File: src/rtl/intc_pkg.sv
package intc_pkg;

  // word offsets inside the low region (upper address nibble zero)
  localparam logic [3:0] OFS_IRQ_STAT  = 4'h0;
  localparam logic [3:0] OFS_FIQ_STAT  = 4'h1;
  localparam logic [3:0] OFS_RAW_STAT  = 4'h2;
  localparam logic [3:0] OFS_CLASS     = 4'h3;
  localparam logic [3:0] OFS_EN_SET    = 4'h4;
  localparam logic [3:0] OFS_EN_CLR    = 4'h5;
  localparam logic [3:0] OFS_SOFT_SET  = 4'h6;
  localparam logic [3:0] OFS_SOFT_CLR  = 4'h7;
  localparam logic [3:0] OFS_VECTOR    = 4'h8;
  localparam logic [3:0] OFS_DEFAULT   = 4'h9;

  // upper nibble codes of the per-slot regions
  localparam int REGION_LOW       = 0;
  localparam int REGION_SLOT_ADDR = 1;
  localparam int REGION_SLOT_CTRL = 2;

  typedef enum logic [3:0] {
    RD_NONE,
    RD_IRQ,
    RD_FIQ,
    RD_RAW,
    RD_CLASS,
    RD_EN,
    RD_SOFT,
    RD_VEC,
    RD_DEF,
    RD_SLOT_ADDR,
    RD_SLOT_CTRL
  } rdSrc_e;

  typedef struct packed {
    logic   wrClass;
    logic   wrEnSet;
    logic   wrEnClr;
    logic   wrSoftSet;
    logic   wrSoftClr;
    logic   wrDef;
    logic   wrSlotAddr;
    logic   wrSlotCtrl;
    logic   capVec;
    logic   useHeld;
    rdSrc_e rdSrc;
  } ctrlStrobe_t;

endpackage

File: src/rtl/intc_ctrl.sv
module intc_ctrl
  import intc_pkg::*;
#(
  parameter int NUM_SLOT = 16,
  parameter int ADDR_W   = 8
) (
  input  logic              clk,
  input  logic              rstN,
  input  logic              busSel,
  input  logic              busWr,
  input  logic [ADDR_W-1:0] busAddr,
  output ctrlStrobe_t       strobe
);

  localparam int HI_W = ADDR_W - 4;

  logic            isRd;
  logic            isWr;
  logic [HI_W-1:0] hiNib;
  logic [3:0]      loNib;
  logic            slotOk;
  logic            vecHit;
  logic            held;

  assign isRd   = busSel && !busWr;
  assign isWr   = busSel && busWr;
  assign hiNib  = busAddr[ADDR_W-1:4];
  assign loNib  = busAddr[3:0];
  assign slotOk = int'(loNib) < NUM_SLOT;
  assign vecHit = (hiNib == HI_W'(REGION_LOW)) && (loNib == OFS_VECTOR);

  // service state: set by the capturing read, cleared by end-of-service write
  always_ff @(posedge clk or negedge rstN) begin
    if (!rstN) begin
      held <= 1'b0;
    end else if (isWr && vecHit) begin
      held <= 1'b0;
    end else if (isRd && vecHit) begin
      held <= 1'b1;
    end
  end

  always_comb begin
    strobe         = '0;
    strobe.rdSrc   = RD_NONE;
    strobe.useHeld = held;
    if (hiNib == HI_W'(REGION_SLOT_ADDR)) begin
      if (slotOk) begin
        strobe.rdSrc      = RD_SLOT_ADDR;
        strobe.wrSlotAddr = isWr;
      end
    end else if (hiNib == HI_W'(REGION_SLOT_CTRL)) begin
      if (slotOk) begin
        strobe.rdSrc      = RD_SLOT_CTRL;
        strobe.wrSlotCtrl = isWr;
      end
    end else if (hiNib == HI_W'(REGION_LOW)) begin
      case (loNib)
        OFS_IRQ_STAT: strobe.rdSrc = RD_IRQ;
        OFS_FIQ_STAT: strobe.rdSrc = RD_FIQ;
        OFS_RAW_STAT: strobe.rdSrc = RD_RAW;
        OFS_CLASS: begin
          strobe.rdSrc   = RD_CLASS;
          strobe.wrClass = isWr;
        end
        OFS_EN_SET: begin
          strobe.rdSrc   = RD_EN;
          strobe.wrEnSet = isWr;
        end
        OFS_EN_CLR: begin
          strobe.rdSrc   = RD_EN;
          strobe.wrEnClr = isWr;
        end
        OFS_SOFT_SET: begin
          strobe.rdSrc     = RD_SOFT;
          strobe.wrSoftSet = isWr;
        end
        OFS_SOFT_CLR: begin
          strobe.rdSrc     = RD_SOFT;
          strobe.wrSoftClr = isWr;
        end
        OFS_VECTOR: begin
          strobe.rdSrc  = RD_VEC;
          strobe.capVec = isRd && !held;
        end
        OFS_DEFAULT: begin
          strobe.rdSrc = RD_DEF;
          strobe.wrDef = isWr;
        end
        default: strobe.rdSrc = RD_NONE;
      endcase
    end
  end

endmodule

File: src/rtl/intc_datapath.sv
module intc_datapath
  import intc_pkg::*;
#(
  parameter int NUM_SRC  = 32,
  parameter int NUM_SLOT = 16,
  parameter int DATA_W   = 32
) (
  input  logic                        clk,
  input  logic                        rstN,
  input  logic [NUM_SRC-1:0]          intReq,
  input  logic [$clog2(NUM_SLOT)-1:0] slotIdx,
  input  logic [DATA_W-1:0]           busWdata,
  input  ctrlStrobe_t                 strobe,
  output logic [DATA_W-1:0]           busRdata,
  output logic                        irqOut,
  output logic                        fiqOut
);

  localparam int SRC_W   = $clog2(NUM_SRC);
  localparam int SLOT_W  = $clog2(NUM_SLOT);
  localparam int CTRL_EN = SRC_W;

  logic [NUM_SRC-1:0] enMask;
  logic [NUM_SRC-1:0] classSel;
  logic [NUM_SRC-1:0] softReq;
  logic [DATA_W-1:0]  defAddr;
  logic [DATA_W-1:0]  heldAddr;
  logic [DATA_W-1:0]  liveAddr;

  logic [NUM_SRC-1:0] rawReq;
  logic [NUM_SRC-1:0] irqAct;
  logic [NUM_SRC-1:0] fiqAct;

  logic [DATA_W-1:0]  slotAddr [NUM_SLOT];
  logic [SRC_W-1:0]   slotSrc  [NUM_SLOT];
  logic               slotEn   [NUM_SLOT];
  logic [NUM_SLOT-1:0] slotHit;

  logic [NUM_SRC-1:0] wdSrc;
  assign wdSrc = busWdata[NUM_SRC-1:0];

  // per-source masks
  always_ff @(posedge clk or negedge rstN) begin
    if (!rstN) begin
      enMask   <= '0;
      classSel <= '0;
      softReq  <= '0;
      defAddr  <= '0;
    end else begin
      if (strobe.wrEnSet)   enMask   <= enMask | wdSrc;
      if (strobe.wrEnClr)   enMask   <= enMask & ~wdSrc;
      if (strobe.wrSoftSet) softReq  <= softReq | wdSrc;
      if (strobe.wrSoftClr) softReq  <= softReq & ~wdSrc;
      if (strobe.wrClass)   classSel <= wdSrc;
      if (strobe.wrDef)     defAddr  <= busWdata;
    end
  end

  assign rawReq = intReq | softReq;
  assign irqAct = rawReq & enMask & ~classSel;
  assign fiqAct = rawReq & enMask & classSel;
  assign irqOut = |irqAct;
  assign fiqOut = |fiqAct;

  // slot storage and per-slot request test
  for (genvar g = 0; g < NUM_SLOT; g++) begin : gSlot
    always_ff @(posedge clk or negedge rstN) begin
      if (!rstN) begin
        slotAddr[g] <= '0;
        slotSrc[g]  <= '0;
        slotEn[g]   <= 1'b0;
      end else begin
        if (strobe.wrSlotAddr && (slotIdx == SLOT_W'(g))) begin
          slotAddr[g] <= busWdata;
        end
        if (strobe.wrSlotCtrl && (slotIdx == SLOT_W'(g))) begin
          slotSrc[g] <= busWdata[SRC_W-1:0];
          slotEn[g]  <= busWdata[CTRL_EN];
        end
      end
    end
    assign slotHit[g] = slotEn[g] && irqAct[slotSrc[g]];
  end

  // fixed priority: walk from the lowest priority up so slot 0 is applied last
  always_comb begin
    liveAddr = defAddr;
    for (int i = NUM_SLOT - 1; i >= 0; i--) begin
      if (slotHit[i]) liveAddr = slotAddr[i];
    end
  end

  always_ff @(posedge clk or negedge rstN) begin
    if (!rstN) begin
      heldAddr <= '0;
    end else if (strobe.capVec) begin
      heldAddr <= liveAddr;
    end
  end

  always_comb begin
    busRdata = '0;
    case (strobe.rdSrc)
      RD_IRQ:       busRdata[NUM_SRC-1:0] = irqAct;
      RD_FIQ:       busRdata[NUM_SRC-1:0] = fiqAct;
      RD_RAW:       busRdata[NUM_SRC-1:0] = rawReq;
      RD_CLASS:     busRdata[NUM_SRC-1:0] = classSel;
      RD_EN:        busRdata[NUM_SRC-1:0] = enMask;
      RD_SOFT:      busRdata[NUM_SRC-1:0] = softReq;
      RD_VEC:       busRdata = strobe.useHeld ? heldAddr : liveAddr;
      RD_DEF:       busRdata = defAddr;
      RD_SLOT_ADDR: busRdata = slotAddr[slotIdx];
      RD_SLOT_CTRL: begin
        busRdata[SRC_W-1:0] = slotSrc[slotIdx];
        busRdata[CTRL_EN]   = slotEn[slotIdx];
      end
      default:      busRdata = '0;
    endcase
  end

endmodule

File: src/rtl/prio_vec_intc.sv
module prio_vec_intc
  import intc_pkg::*;
#(
  parameter int NUM_SRC  = 32,
  parameter int NUM_SLOT = 16,
  parameter int DATA_W   = 32,
  parameter int ADDR_W   = 8
) (
  input  logic               clk,
  input  logic               rstN,
  input  logic [NUM_SRC-1:0] intReq,
  input  logic               busSel,
  input  logic               busWr,
  input  logic [ADDR_W-1:0]  busAddr,
  input  logic [DATA_W-1:0]  busWdata,
  output logic [DATA_W-1:0]  busRdata,
  output logic               irqOut,
  output logic               fiqOut
);

  localparam int SLOT_W = $clog2(NUM_SLOT);

  ctrlStrobe_t strobe;

  intc_ctrl #(
    .NUM_SLOT(NUM_SLOT),
    .ADDR_W  (ADDR_W)
  ) u_ctrl (
    .clk    (clk),
    .rstN   (rstN),
    .busSel (busSel),
    .busWr  (busWr),
    .busAddr(busAddr),
    .strobe (strobe)
  );

  intc_datapath #(
    .NUM_SRC (NUM_SRC),
    .NUM_SLOT(NUM_SLOT),
    .DATA_W  (DATA_W)
  ) u_dp (
    .clk     (clk),
    .rstN    (rstN),
    .intReq  (intReq),
    .slotIdx (busAddr[SLOT_W-1:0]),
    .busWdata(busWdata),
    .strobe  (strobe),
    .busRdata(busRdata),
    .irqOut  (irqOut),
    .fiqOut  (fiqOut)
  );

endmodule

File: config.mk
export PLATFORM = sky130hd
export DESIGN_NAME = prio_vec_intc
export DESIGN_NICKNAME = d
export VERILOG_FILES = /design/src/rtl/intc_pkg.sv /design/src/rtl/intc_ctrl.sv /design/src/rtl/intc_datapath.sv /design/src/rtl/prio_vec_intc.sv
export SDC_FILE = /design/constraint.sdc
export NUM_CORES = 2
export LEC_CHECK = 0
export ABC_CLOCK_PERIOD_IN_PS = 3400
export CORE_MARGIN = 2
export CORE_UTILIZATION = 35
export CTS_BUF_LIST = sky130_fd_sc_hd__clkbuf_8 sky130_fd_sc_hd__clkbuf_16
export DETAILED_ROUTE_END_ITERATION = 12
export DONT_BUFFER_PORTS = 1
export PLACE_DENSITY = 0.53
export SLEW_MARGIN = 10
export SYNTH_ARGS = -nofsm -noshare
export SYNTH_HDL_FRONTEND = slang
export SYNTH_SLANG_ARGS = --single-unit
File: constraint.sdc
create_clock -name clk -period 3.4 [get_ports clk]
set_input_delay 0.17 -clock clk [delete_from_list [all_inputs] [get_ports clk]]
set_output_delay 0.17 -clock clk [all_outputs]
set_load 0.01 [all_outputs]
==> flow_summary.json <==
{
  "status": "finished, violations left",
  "violations": "negative hold slack, negative setup slack",
  "worstRegToRegCells": 23,
  "io_buffers": 0,
  "avgSynthCellArea_um2": 11.4,
  "crit_fanout": 5,
  "ys_warn_count": 0,
  "required_ns": 3.23,
  "drt_iter0_markers": 5231,
  "cts_root_buffer": "clkbuf_16",
  "htree_levels": 3,
  "io_pins": 110,
  "finalWorstSetupSlack_ns": -1.45,
  "holdWs_ns": -0.587,
  "p_seq_frac": 0.438,
  "clk_pin_slew_worst_paths_ns": 0.06,
  "drive_above_1_share": 0.471,
  "wl_per_cell_um": 33.1,
  "synth_edf_count": 0,
  "area_growth_pct": 31.0,
  "ys_seq_elements": 769,
  "drt-pass1-iter-count": 8,
  "dieArea_um2": 133000,
  "synth.top_cell.area_share": 0.424,
  "worstSkewPairLatency_ns": 0.73,
  "antenna_found_initial": 19,
  "viasPerCell": 6.31,
  "drc": 0,
  "gr-total-overflow": 0,
  "via_count": 40048,
  "power_frac_clock": 0.453,
  "p_per_area_nw_per_um2": 371,
  "yosys.cell_types.count": 72,
  "dp.final_hpwl_mm": 138,
  "fin_crit_ns": 4.85,
  "clock_sinks": 769,
  "slew_headroom": 0.0267,
  "fin_skew_ns": 0.0387,
  "rows": 132,
  "p_comb_frac": 0.109,
  "endpoint_kind": "output port",
  "synth.top_cells.by_area": "dfrtp_1, mux2_2, mux4_2",
  "grt_pass1_wl_mm": 299,
  "gp_congestion": 1.01,
  "post-synth-top-count-cell": "dfrtp_1",
  "cts-buffers-inserted": 90,
  "syn-num-nets": 4040,
  "grt_pass1_vias": 39407,
  "critPathKind": "flip-flop to output port",
  "ys.flop_type": "dfrtp_1",
  "power.switching_mw": 5.79,
  "grt_max_degree": 770,
  "worstMarginPinSlew_ns": 1.45,
  "netlist_top_cells_count": "dfrtp_1, mux2_2, clkbuf_1, mux4_2, nand2_1",
  "tritoncts": "yes",
  "cap_viol_max_count": 0,
  "wirelength_mm": 210,
  "finalCritPeriodShare": 1.43,
  "synth_top_cell_by_area": "dfrtp_1",
  "finalSetupViolations": 64,
  "startpoint_type": "flip-flop",
  "final_core_util": 0.460,
  "slew_violations": 0,
  "syn_inst": 3964,
  "dp_cells": 6021,
  "arrival_ns": 4.68,
  "ir_drop_mv": 0.388,
  "yosysSeqAreaShare": 0.424,
  "switching_share": 0.262,
  "hp-class": "primary input to asynchronous set/reset pin",
  "postRouteAntennaNets": 0,
  "p_leak_nw": 25.9,
  "instances_no_fill": 6348,
  "initial_core_util": 0.351,
  "die_y_um": 364,
  "p_int_mw": 16.3,
  "rsz0062_at_grt": "true",
  "nets": 4610,
  "cts_buffer_depth": 3,
  "grtUsageTotal": 0.314,
  "hold_viol_final": 131,
  "async_reset_ff_frac": 1.00,
  "die_w_um": 364,
  "synth_area_um2": 45400,
  "r2r_end": "u_dp.heldAddr[11]$_DFFE_PN0P_",
  "max_clock_freq_mhz": 206,
  "reg2reg_slack_ns": -0.92,
  "core_area_um2": 129000
}
cell usage in the layout (no fill, tap or decap), types with 17 or more instances in the layout:
| cell | netlist | final |
|---|---|---|
| dfrtp_1 | 769 | 769 |
| buf_4 | 1 | 685 |
| mux2_2 | 604 | 604 |
| mux4_2 | 290 | 290 |
| nand2_1 | 282 | 279 |
| a21oi_1 | 223 | 214 |
| o21ai_0 | 204 | 196 |
| inv_1 | 78 | 96 |
| buf_12 | 0 | 96 |
| a22oi_1 | 92 | 92 |
| clkbuf_16 | 0 | 91 |
| nor3_1 | 101 | 90 |
| nor2_1 | 140 | 88 |
| mux2i_1 | 77 | 74 |
| dlygate4sd3_1 | 0 | 60 |
| o221ai_2 | 0 | 51 |
| o22a_1 | 48 | 48 |
| and2_1 | 42 | 37 |
| a31oi_1 | 36 | 35 |
| o211ai_1 | 31 | 31 |
| nor2_4 | 2 | 31 |
| buf_6 | 5 | 30 |
| nor2_2 | 3 | 26 |
| nand3_1 | 25 | 24 |
| nand4_1 | 23 | 23 |
| a222oi_1 | 23 | 23 |
| nand2b_1 | 25 | 22 |
| o21ai_2 | 11 | 20 |
| a211oi_1 | 24 | 20 |
| o31ai_2 | 0 | 19 |
| clkinv_2 | 0 | 19 |
| nor4_1 | 21 | 18 |
| o22ai_1 | 20 | 18 |
| buf_16 | 0 | 18 |
| a221oi_1 | 18 | 17 |
| o221ai_1 | 72 | 17 |
| a311o_1 | 18 | 17 |
sequential cells by signal (all words and copies together) (netlist names), named ones only:
name / flops
u_ctrl.held: 1
u_dp.slotEn: 16
u_dp.defAddr: 32
u_dp.slotSrc: 80
u_dp.slotAddr: 512
u_dp.classSel: 32
u_dp.heldAddr: 32
routing by layer:
layer,GRT usage,part of all wire,vias to the layer above
li1,-,-,16347
met1,0.426,0.41,20820
met2,0.474,0.44,2308
met3,0.0844,0.11,557
met4,0.131,0.049,16
met5,0,0.00058,-
cells by family after synthesis:
logic type | count (synthesis) | share of synthesized area
multiplexers | 971 | 0.311
AO/OA/AOI/OAI | 964 | 0.142
flip-flops | 769 | 0.424
AND/OR/NAND/NOR | 759 | 0.0798
buffers and inverters | 500 | 0.0429
XOR/XNOR | 1 | 0.000193
how the worst max path moves through the flow:
stage	to	startpoint	slack (ns)	cells past startpoint
2_1_floorplan	busRdata[23]	flip-flop	-0.05	14
3_5_place_dp	busRdata[3]	flip-flop	-0.95	17
3_3_place_gp	busRdata[3]	flip-flop	-0.97	17
6_report	busRdata[2]	flip-flop	-1.45	18
4_1_cts	busRdata[29]	flip-flop	-1.39	18
5_1_grt	busRdata[3]	flip-flop	-1.52	18
power groups by stage:
stage	registers [mW]	clock network, mW	logic, mW
final	9.67	9.99	2.40
after global routing	9.69	10.5	2.52
after CTS	9.65	10.1	2.09
after detailed placement	9.81	0	1.64
after global placement	9.81	0	1.63
after floorplan	9.73	0	1.14
through the flow:
stage | setup WS, ns | hold WS (ns) | setup TNS [ns] | total power, mW | area [um2]
floorplan | -0.0473 | -0.126 | -0.751 | 10.9 | 45600
global placement | -0.968 | -0.0694 | -48.36 | 11.4 | 52700
detailed placement | -0.954 | -0.0687 | -48.10 | 11.5 | 52700
CTS | -1.39 | -0.832 | -54.81 | 21.9 | 58600
global route | -1.52 | -0.534 | -64.88 | 22.7 | 59400
finish | -1.45 | -0.587 | -58.98 | 22.1 | 59400
area by class of cell:
class / instances / area (um2)
antenna: 4 / 10.0
clock buffer: 106 / 2470
clock inverter: 54 / 507
fill: 11967 / 69700
inverter: 80 / 300
multi-input combinational: 2695 / 26100
sequential: 769 / 19200
tap: 1742 / 2180
timing repair buffer: 898 / 8640
timing repair:
action / in CTS / in global routing
pin swaps: 105 / 71
hold buffers: 67 / 1
endpoints found under the hold margin: 1506 / 429
setup endpoints to repair: 64 / 64
buffers inserted: 59 / 31
cloned: 11 / 1
resized for setup: 274 / 71
critical path, stage by stage, from the launching register on:
cell and delay [ns]:
dfrtp_1 0.39, o21ai_2 0.19, nor2_4 0.08, buf_6 0.13
buf_12 0.14, buf_8 0.13, mux4_2 0.43, nor2b_1 0.14
o211ai_1 0.40, buf_4 0.20, and2_4 0.17, buf_4 0.12
nand3_4 0.10, buf_12 0.19, buf_4 0.15, o311ai_4 0.29
a311o_1 0.31, o221ai_2 0.19, buf_4 0.21
Note: power is estimated with default switching activity, not from simulation.
